`src/rtl/gei_pkg.sv`:
```
package gei_pkg;
  typedef enum logic [1:0] {
    SEL_RISE = 2'd0,
    SEL_FALL = 2'd1,
    SEL_STAT = 2'd2,
    SEL_DIR  = 2'd3
  } gei_sel_e;
endpackage

```
`src/rtl/gei_sync.sv`:
```
module gei_sync #(
  parameter int W = 32
) (
  input  logic         clk,
  input  logic         rst,
  input  logic [W-1:0] pin_in,
  output logic [W-1:0] rise_o,
  output logic [W-1:0] fall_o
);
  logic [W-1:0] meta_q, sync_q, prev_q;

  always_ff @(posedge clk) begin
    if (rst) begin
      meta_q <= '0;
      sync_q <= '0;
      prev_q <= '0;
    end else begin
      meta_q <= pin_in;
      sync_q <= meta_q;
      prev_q <= sync_q;
    end
  end

  assign rise_o = sync_q & ~prev_q;
  assign fall_o = ~sync_q & prev_q;
endmodule

```
`src/rtl/gei_bank.sv`:
```
module gei_bank
  import gei_pkg::*;
#(
  parameter int W = 32
) (
  input  logic         clk,
  input  logic         rst,
  input  logic         wr_en,
  input  gei_sel_e     sel,
  input  logic [W-1:0] wdata,
  input  logic [W-1:0] rise_det,
  input  logic [W-1:0] fall_det,
  output logic [W-1:0] rise_en_q,
  output logic [W-1:0] fall_en_q,
  output logic [W-1:0] dir_q,
  output logic [W-1:0] stat_q,
  output logic [W-1:0] stat_next
);
  logic [W-1:0] hit, clr;

  always_comb begin
    hit       = ((rise_det & rise_en_q) | (fall_det & fall_en_q)) & ~dir_q;
    clr       = (wr_en && sel == SEL_STAT) ? wdata : '0;
    stat_next = (stat_q & ~clr) | hit;
  end

  always_ff @(posedge clk) begin
    if (rst) begin
      rise_en_q <= '0;
      fall_en_q <= '0;
      dir_q     <= '0;
      stat_q    <= '0;
    end else begin
      stat_q <= stat_next;
      if (wr_en) begin
        case (sel)
          SEL_RISE: rise_en_q <= wdata;
          SEL_FALL: fall_en_q <= wdata;
          SEL_DIR:  dir_q     <= wdata;
          default:  ;
        endcase
      end
    end
  end
endmodule

```
`src/rtl/gpio_edge_irq.sv`:
```
module gpio_edge_irq
  import gei_pkg::*;
#(
  parameter int NUM_BANKS = 4,
  parameter int BANK_W    = 32,
  localparam int NPINS    = NUM_BANKS * BANK_W,
  localparam int BANK_AW  = $clog2(NUM_BANKS),
  localparam int ADDR_W   = BANK_AW + 2
) (
  input  logic              clk,
  input  logic              rst,
  input  logic [NPINS-1:0]  pin_in,
  input  logic              reg_wr,
  input  logic [ADDR_W-1:0] reg_addr,
  input  logic [BANK_W-1:0] reg_wdata,
  output logic [BANK_W-1:0] reg_rdata,
  output logic              irq_pin0,
  output logic              irq_pin1,
  output logic              irq_summary
);
  logic [NUM_BANKS-1:0][BANK_W-1:0] rise_det_a, fall_det_a;
  logic [NUM_BANKS-1:0][BANK_W-1:0] rise_en_a, fall_en_a, dir_a;
  logic [NUM_BANKS-1:0][BANK_W-1:0] stat_a, next_a;
  logic [NPINS-1:0]   stat_flat, next_flat;
  logic [BANK_AW-1:0] bank_idx;
  gei_sel_e           sel;
  logic [BANK_W-1:0]  rdata_q;
  logic               summary_q;

  assign bank_idx = reg_addr[ADDR_W-1:2];
  assign sel      = gei_sel_e'(reg_addr[1:0]);

  for (genvar b = 0; b < NUM_BANKS; b++) begin : g_bank
    logic bank_wr;
    assign bank_wr = reg_wr && (bank_idx == BANK_AW'(b));

    gei_sync #(.W(BANK_W)) u_sync (
      .clk    (clk),
      .rst    (rst),
      .pin_in (pin_in[b*BANK_W +: BANK_W]),
      .rise_o (rise_det_a[b]),
      .fall_o (fall_det_a[b])
    );

    gei_bank #(.W(BANK_W)) u_bank (
      .clk       (clk),
      .rst       (rst),
      .wr_en     (bank_wr),
      .sel       (sel),
      .wdata     (reg_wdata),
      .rise_det  (rise_det_a[b]),
      .fall_det  (fall_det_a[b]),
      .rise_en_q (rise_en_a[b]),
      .fall_en_q (fall_en_a[b]),
      .dir_q     (dir_a[b]),
      .stat_q    (stat_a[b]),
      .stat_next (next_a[b])
    );
  end

  assign stat_flat = stat_a;
  assign next_flat = next_a;

  always_ff @(posedge clk) begin
    if (rst) begin
      rdata_q   <= '0;
      summary_q <= 1'b0;
    end else begin
      summary_q <= |next_flat[NPINS-1:2];
      case (sel)
        SEL_RISE: rdata_q <= rise_en_a[bank_idx];
        SEL_FALL: rdata_q <= fall_en_a[bank_idx];
        SEL_STAT: rdata_q <= stat_a[bank_idx];
        default:  rdata_q <= dir_a[bank_idx];
      endcase
    end
  end

  assign reg_rdata   = rdata_q;
  assign irq_pin0    = stat_flat[0];
  assign irq_pin1    = stat_flat[1];
  assign irq_summary = summary_q;
endmodule

```
`config.mk`:
```
export PLATFORM = sky130hd
export DESIGN_NAME = gpio_edge_irq
export DESIGN_NICKNAME = d
export VERILOG_FILES = /design/src/rtl/gei_pkg.sv /design/src/rtl/gei_sync.sv /design/src/rtl/gei_bank.sv /design/src/rtl/gpio_edge_irq.sv
export SDC_FILE = /design/constraint.sdc
export NUM_CORES = 2
export LEC_CHECK = 0
export BUFFER_PORTS_ARGS = -buffer_cell sky130_fd_sc_hd__clkbuf_2
export CAP_MARGIN = 25
export CORE_MARGIN = 3
export CORE_UTILIZATION = 39
export DETAILED_ROUTE_END_ITERATION = 8
export PLACE_DENSITY_LB_ADDON = 0.2
export SLEW_MARGIN = 25
export SYNTH_ARGS = -nofsm -noshare
export SYNTH_HDL_FRONTEND = slang
export SYNTH_SLANG_ARGS = --single-unit
```
`constraint.sdc`:
```
create_clock -name clk -period 5.3 [get_ports clk]
set_input_delay 0.53 -clock clk [delete_from_list [all_inputs] [get_ports clk]]
set_output_delay 0.53 -clock clk [all_outputs]
set_load 0.03 [all_outputs]
```
# --- Yosys cells after proc, flatten, opt, wreduce, memory -nomap -nowiden ---
# Index checks and enable logic that the tools add are counted.
op_classes:
  order_cmp: 1
  n_eq_ne: 6
  mux: 13
  n_bitwise: 48
  reduce_logical: 23
op_table:
  columns: ["operator", "count"]
  rows:
  - ["$and A32 B32 Y32", 24]
  - ["$not A32 Y32", 16]
  - ["$bmux W32 S2", 4]
  - ["$mux W32", 8]
  - ["$or A32 B32 Y32", 8]
  - ["$reduce_or A126 Y1", 1]
  - ["$pmux W32 S3", 1]
  - ["$reduce_and A2 Y1", 12]
  - ["$eq A2 B2 Y1 const B", 4]
  - ["$logic_and A1 B1 Y1", 8]
  - ["$eq A2 B1 Y1 const B", 2]
  - ["$logic_not A2 Y1", 2]
  - ["$lt A2 B3 Y1 const B", 1]
word_totals:
  register_bits: 929
  inputBits: 167
  output_inout_bits: 35
  elab_cells: 121

# --- Longest topological paths before layout ---
logic_depth:
  ltp_word: 8
  depth_mapped: 9
  mapped_depth_nobuf: 6

# --- Hierarchy ---
# From an unflattened synthesis, not the netlist that was laid out.
hier_totals:
  hier_cells: 3787
  area_unflattened_um2: 41177.0
by_module_without_submodules:
  columns: ["mod", "instances", "cells_each", "area_per_inst_um2", "seq_area_each_um2"]
  rows:
  - ["gei_bank", 4, 593, 6055.8, 2562.5]
  - ["gei_sync", 4, 266, 3000.4, 1921.8]
  - ["gpio_edge_irq", 1, 351, 4952.2, 660.6]

# --- Worst setup path before layout ---
# Ideal clock, no wire load.
synth_path:
  path_kind: "input to register"
  from: "in reg_addr[2]"
  to: "reg rdata_q[0] (netlist: reg_rdata[0])"
  setup_time_ps: 128
  arrival_ps: 2309
  required_ps: 5172
  slack_ps: 2863
  path_stages: 5
  n_path_buf: 2
  path_cell_list: "buf_6 > buf_1 > mux4_2 > mux4_2 > nor2b_1"
synth_via:
  elab_chain_cells: 3
  word_cells_on_any_way: 9
synth_lines:
  columns: ["item", "line", "text"]
  rows:
  - ["start, declared", "gpio_edge_irq.sv:14", "input logic [ADDR_W-1:0] reg_addr,"]
  - ["$bmux W32 S2 (on tied branches)", null, null]
  - ["$mux W32 (on tied branches)", null, null]
  - ["$pmux W32 S3 *", "gpio_edge_irq.sv:70", "case (sel)"]
  - ["end signal, assigned", "gpio_edge_irq.sv:71", "SEL_RISE: rdata_q <= rise_en_a[bank_idx];"]
  - ["end signal, assigned", "gpio_edge_irq.sv:72", "SEL_FALL: rdata_q <= fall_en_a[bank_idx];"]
  - ["end signal, assigned", "gpio_edge_irq.sv:74", "default: rdata_q <= dir_a[bank_idx];"]
  - ["end, declared", "gpio_edge_irq.sv:27", "logic [BANK_W-1:0] rdata_q;"]
# Every way passes the cells marked *; elsewhere a longest branch is shown, timed or not. The select of a mux whose other input is x is not followed.
# A chain may end at the register's enable or synchronous reset.

# --- Worst setup path after layout ---
layout_path:
  from: "in reg_addr[1]"
  to: "reg summary_q (netlist: irq_summary)"
layout_via:
  elab_chain_cells: 7
  word_cells_on_any_way: 22
layout_lines:
  columns: ["item", "line", "text"]
  rows:
  - ["$eq A2 B2 Y1 *", "gei_bank.sv:23", "clr = (wr_en && sel == SEL_STAT) ? wdata : '0;"]
  - ["$logic_and A1 B1 Y1", "gei_bank.sv:23", null]
  - ["$mux W32", "gei_bank.sv:23", null]
  - ["$not A32 Y32", "gei_bank.sv:24", "stat_next = (stat_q & ~clr) | hit;"]
  - ["$and A32 B32 Y32", "gei_bank.sv:24", null]
  - ["$or A32 B32 Y32", "gei_bank.sv:24", null]
  - ["$reduce_or A126 Y1 *", "gpio_edge_irq.sv:69", "summary_q <= |next_flat[NPINS-1:2];"]
  - ["end signal, assigned", "gpio_edge_irq.sv:69", null]
  - ["end, declared", "gpio_edge_irq.sv:28", "logic summary_q;"]
# Every way passes the cells marked *; elsewhere a longest branch is shown, timed or not.

==> results.py <==
metrics = {
    "sta": {
        "fin_crit_ns": 3.43,
        "skew_ns": 0.0275,
        "setup_violations": 0,
        "max_freq_mhz": 292,
        "drv_slew": 0,
        "hold_violations": 0,
        "rsz0062_at_grt": "no",
        "relSlewSlack": 0.311,
        "min_period_over_period": 0.647,
        "hold_ws_ns": 0.0638,
        "worst_slew_pin_slew_ns": 1.03,
        "setup_tns_ns": 0,
    },
    "global_routing": {
        "grt_max_degree": 161,
        "antenna_found_initial": 6,
        "grt_pass1_vias": 27400,
        "grt_pass1_wl_um": 180000,
        "grt-ovfl-total": 0,
        "grt_usage": 0.245,
    },
    "min_path": {
        "min_path_type": "in2reg",
        "whs_path_depth": 2,
        "hold_end": "g_bank[2].u_sync.meta_q[0]$_SDFF_PP0_",
        "timing.hold.worst.start": "pin_in[64]",
    },
    "cells_and_area": {
        "multi_input_area_um2": 16500,
        "drive_above_1_share": 0.152,
        "area_growth_pct": 15.2,
        "nFillCells": 8854,
        "fin_nets": 4111,
        "finish.utilization": 0.455,
        "final_cells": 5270,
        "regArea_um2": 18600,
    },
    "power_and_ir_drop": {
        "p_sw_frac": 0.230,
        "vdd_ir_drop_max_mv": 0.208,
        "clockPowerShare": 0.477,
        "p_switching_uw": 3520,
        "p_int_uw": 11800,
        "pwr-share-seq": 0.474,
        "p_leak_uw": 0.0146,
        "comb_power_share": 0.048,
        "power.density_nw_per_um2": 365,
    },
    "place": {
        "post-place-cells": 5083,
        "dpl.hpwl_um": 79400,
        "gp_congestion": 0.894,
        "io_buffers": 201,
    },
    "yosys": {
        "synth-async-reset-ratio": 0,
        "post_synth.cell_area_avg_um2": 9.39,
        "synth_cells": 3869,
        "yosysUniqueCellTypes": 30,
        "synth_nets": 4036,
        "synthFlopType": "dfxtp_1",
        "yosysMostFrequentCell": "dfxtp_1",
        "yosys-top-cells-count": "dfxtp_1 (929), nand2_1 (779), a21oi_1 (576), nor2b_1 (418), nand3b_1 (273)",
        "synth_edf_count": 0,
        "yosys_warnings": 0,
        "yosys.area.top_type_share": 0.512,
        "synth_top_cell_by_area": "dfxtp_1",
        "synth_area_leaders": "dfxtp_1 (51%), mux4_2 (9.9%), nand2_1 (8.1%), a21oi_1 (7.9%), nor2b_1 (7.2%)",
        "yosys_register_bits": 929,
        "yosysSeqAreaShare": 0.512,
        "syn_area_um2": 36300,
    },
    "worst_setup_path": {
        "path_buf_inv": 3,
        "r2r_setup_slack_ns": 2.76,
        "critPathLaunchType": "primary input",
        "critPathKind": "in2reg",
        "timing.rr.end": "irq_summary$_SDFF_PP0_",
        "rr_startpoint": "g_bank[3].u_sync.sync_q[9]$_SDFF_PP0_",
        "critPathMaxStageDelay_ns": 0.88,
        "crit_required_ns": 5.82,
        "path_cells": "buf_4 > nor2b_4 > buf_4 > buf_4 > nand3_1 > a2111oi_0 > nand4_1 > nor4_1 > a41oi_1",
        "cpMostUsedCell": "buf_4",
        "cp-end-kind": "flip-flop",
        "critical_path.top_delay_family": "simple AND/OR/NAND/NOR gates",
        "path_max_fanout": 30,
        "worstPathArrival_ns": 3.95,
        "reg2reg_depth": 7,
        "cp_slowest_cell": "a2111oi_0",
    },
    "route": {
        "drtIter0Drc": 2574,
        "first_pass_iters": 6,
        "drc": 0,
        "wire_per_inst_um": 23.2,
        "route.vias.total": 28700,
        "ant_nets": 0,
        "routed_via_density": 5.45,
        "routed_wl_um": 122000,
    },
    "cts": {
        "post_cts_buffers": 0,
        "cts_tree": "yes",
        "worstSkewPairLatency_ns": 0.67,
        "clock_path_buffers": 3,
        "h-tree-depth": 3,
        "cts_sinks": 929,
        "cts_root_buf": "clkbuf_16",
        "postCtsHoldBufs": 0,
        "ctsResizeCount": 0,
        "numCtsBuffers": 102,
        "clk_pin_slew_ns": 0.06,
    },
    "die": {
        "die_x_um": 311,
        "core_area_um2": 91900,
        "die_area_um2": 96800,
        "pin_count": 202,
        "start_util": 0.395,
        "fp-row-count": 111,
        "die_h_um": 311,
    },
    "status": {
        "status": "completed",
    },
    "run": {
        "drv_cap": 0,
    },
}
==> layout make-up <==
class                   count  area share
clock inverters            33     0.00921
inverters                  19     0.00170
repair buffers            259      0.0387
diodes                      2    0.000120
clock buffers             152      0.0737
well taps                1243      0.0372
flip-flops and latches    929       0.444
multi-input cells        2633       0.395
==> sequential cells by signal (all words and copies together), names as in the netlist <==
| register | cells |
|---|---|
| g_bank.u_sync.sync_q | 128 |
| g_bank.u_bank.rise_en_q | 128 |
| g_bank.u_sync.prev_q | 128 |
| g_bank.u_bank.dir_q | 128 |
| g_bank.u_bank.fall_en_q | 128 |
| reg_rdata | 32 |
| irq_summary | 1 |
| g_bank.u_bank.stat_q | 128 |
| g_bank.u_sync.meta_q | 128 |
==> through the flow <==
step / area, um2 / setup WS [ns] / power, uW
final: 41900 / 1.87 / 15300
after global routing: 41800 / 1.80 / 15700
after CTS: 41800 / 1.97 / 15400
after detailed placement: 38400 / 1.26 / 8130
after global placement: 38400 / 1.36 / 8130
after floorplan: 36300 / 2.86 / 7840
==> power by group through the flow <==
stage               combinational [uW]  clock (uW)  sequential, uW
floorplan                          480           0            7360
global placement                   733           0            7400
detailed placement                 737           0            7400
CTS                                740        7420            7250
global route                       795        7680            7260
finish                             741        7300            7250
==> worst max path at each step <==
stage	from	to	slack (ns)	cells after the start
detailed placement	reg_addr[1]	irq_summary$_SDFF_PP0_	1.26	9
global route	reg_addr[1]	irq_summary$_SDFF_PP0_	1.80	9
global placement	reg_addr[1]	irq_summary$_SDFF_PP0_	1.36	9
finish	reg_addr[1]	irq_summary$_SDFF_PP0_	1.87	9
floorplan	reg_addr[2]	reg_rdata[0]$_SDFF_PP0_	2.86	5
CTS	reg_addr[1]	irq_summary$_SDFF_PP0_	1.97	9
==> layer usage <==
layer  up-vias  track usage  routed length [um]
met1     14000        0.338               52900
met5         -            0                  61
met4         8       0.0812                4060
li1      13400            -                   -
met3       234       0.0425                9540
met2      1131        0.390               55900
==> kinds of logic after synthesis <==
group,synth area share
compound gates,0.108
buf+inv,0.0359
simple gates,0.245
mux,0.0992
flops,0.512
==> cell usage in the layout (no fill, tap or decap), types with 17 or more instances in the layout <==
cell and n:
clkbuf_2 196, nand3b_1 273, a21oi_1 576, nand2_1 779, a2111oi_0 60, inv_1 19, clkbuf_1 19, clkbuf_8 29
buf_4 47, dfxtp_1 929, mux4_2 160, o21a_1 43, clkbuf_16 105, a31oi_1 19, nor2b_1 417, nand3_1 64
clkinv_2 17, nor2_1 189
No activity file was read; power rests on OpenSTA's default activity.
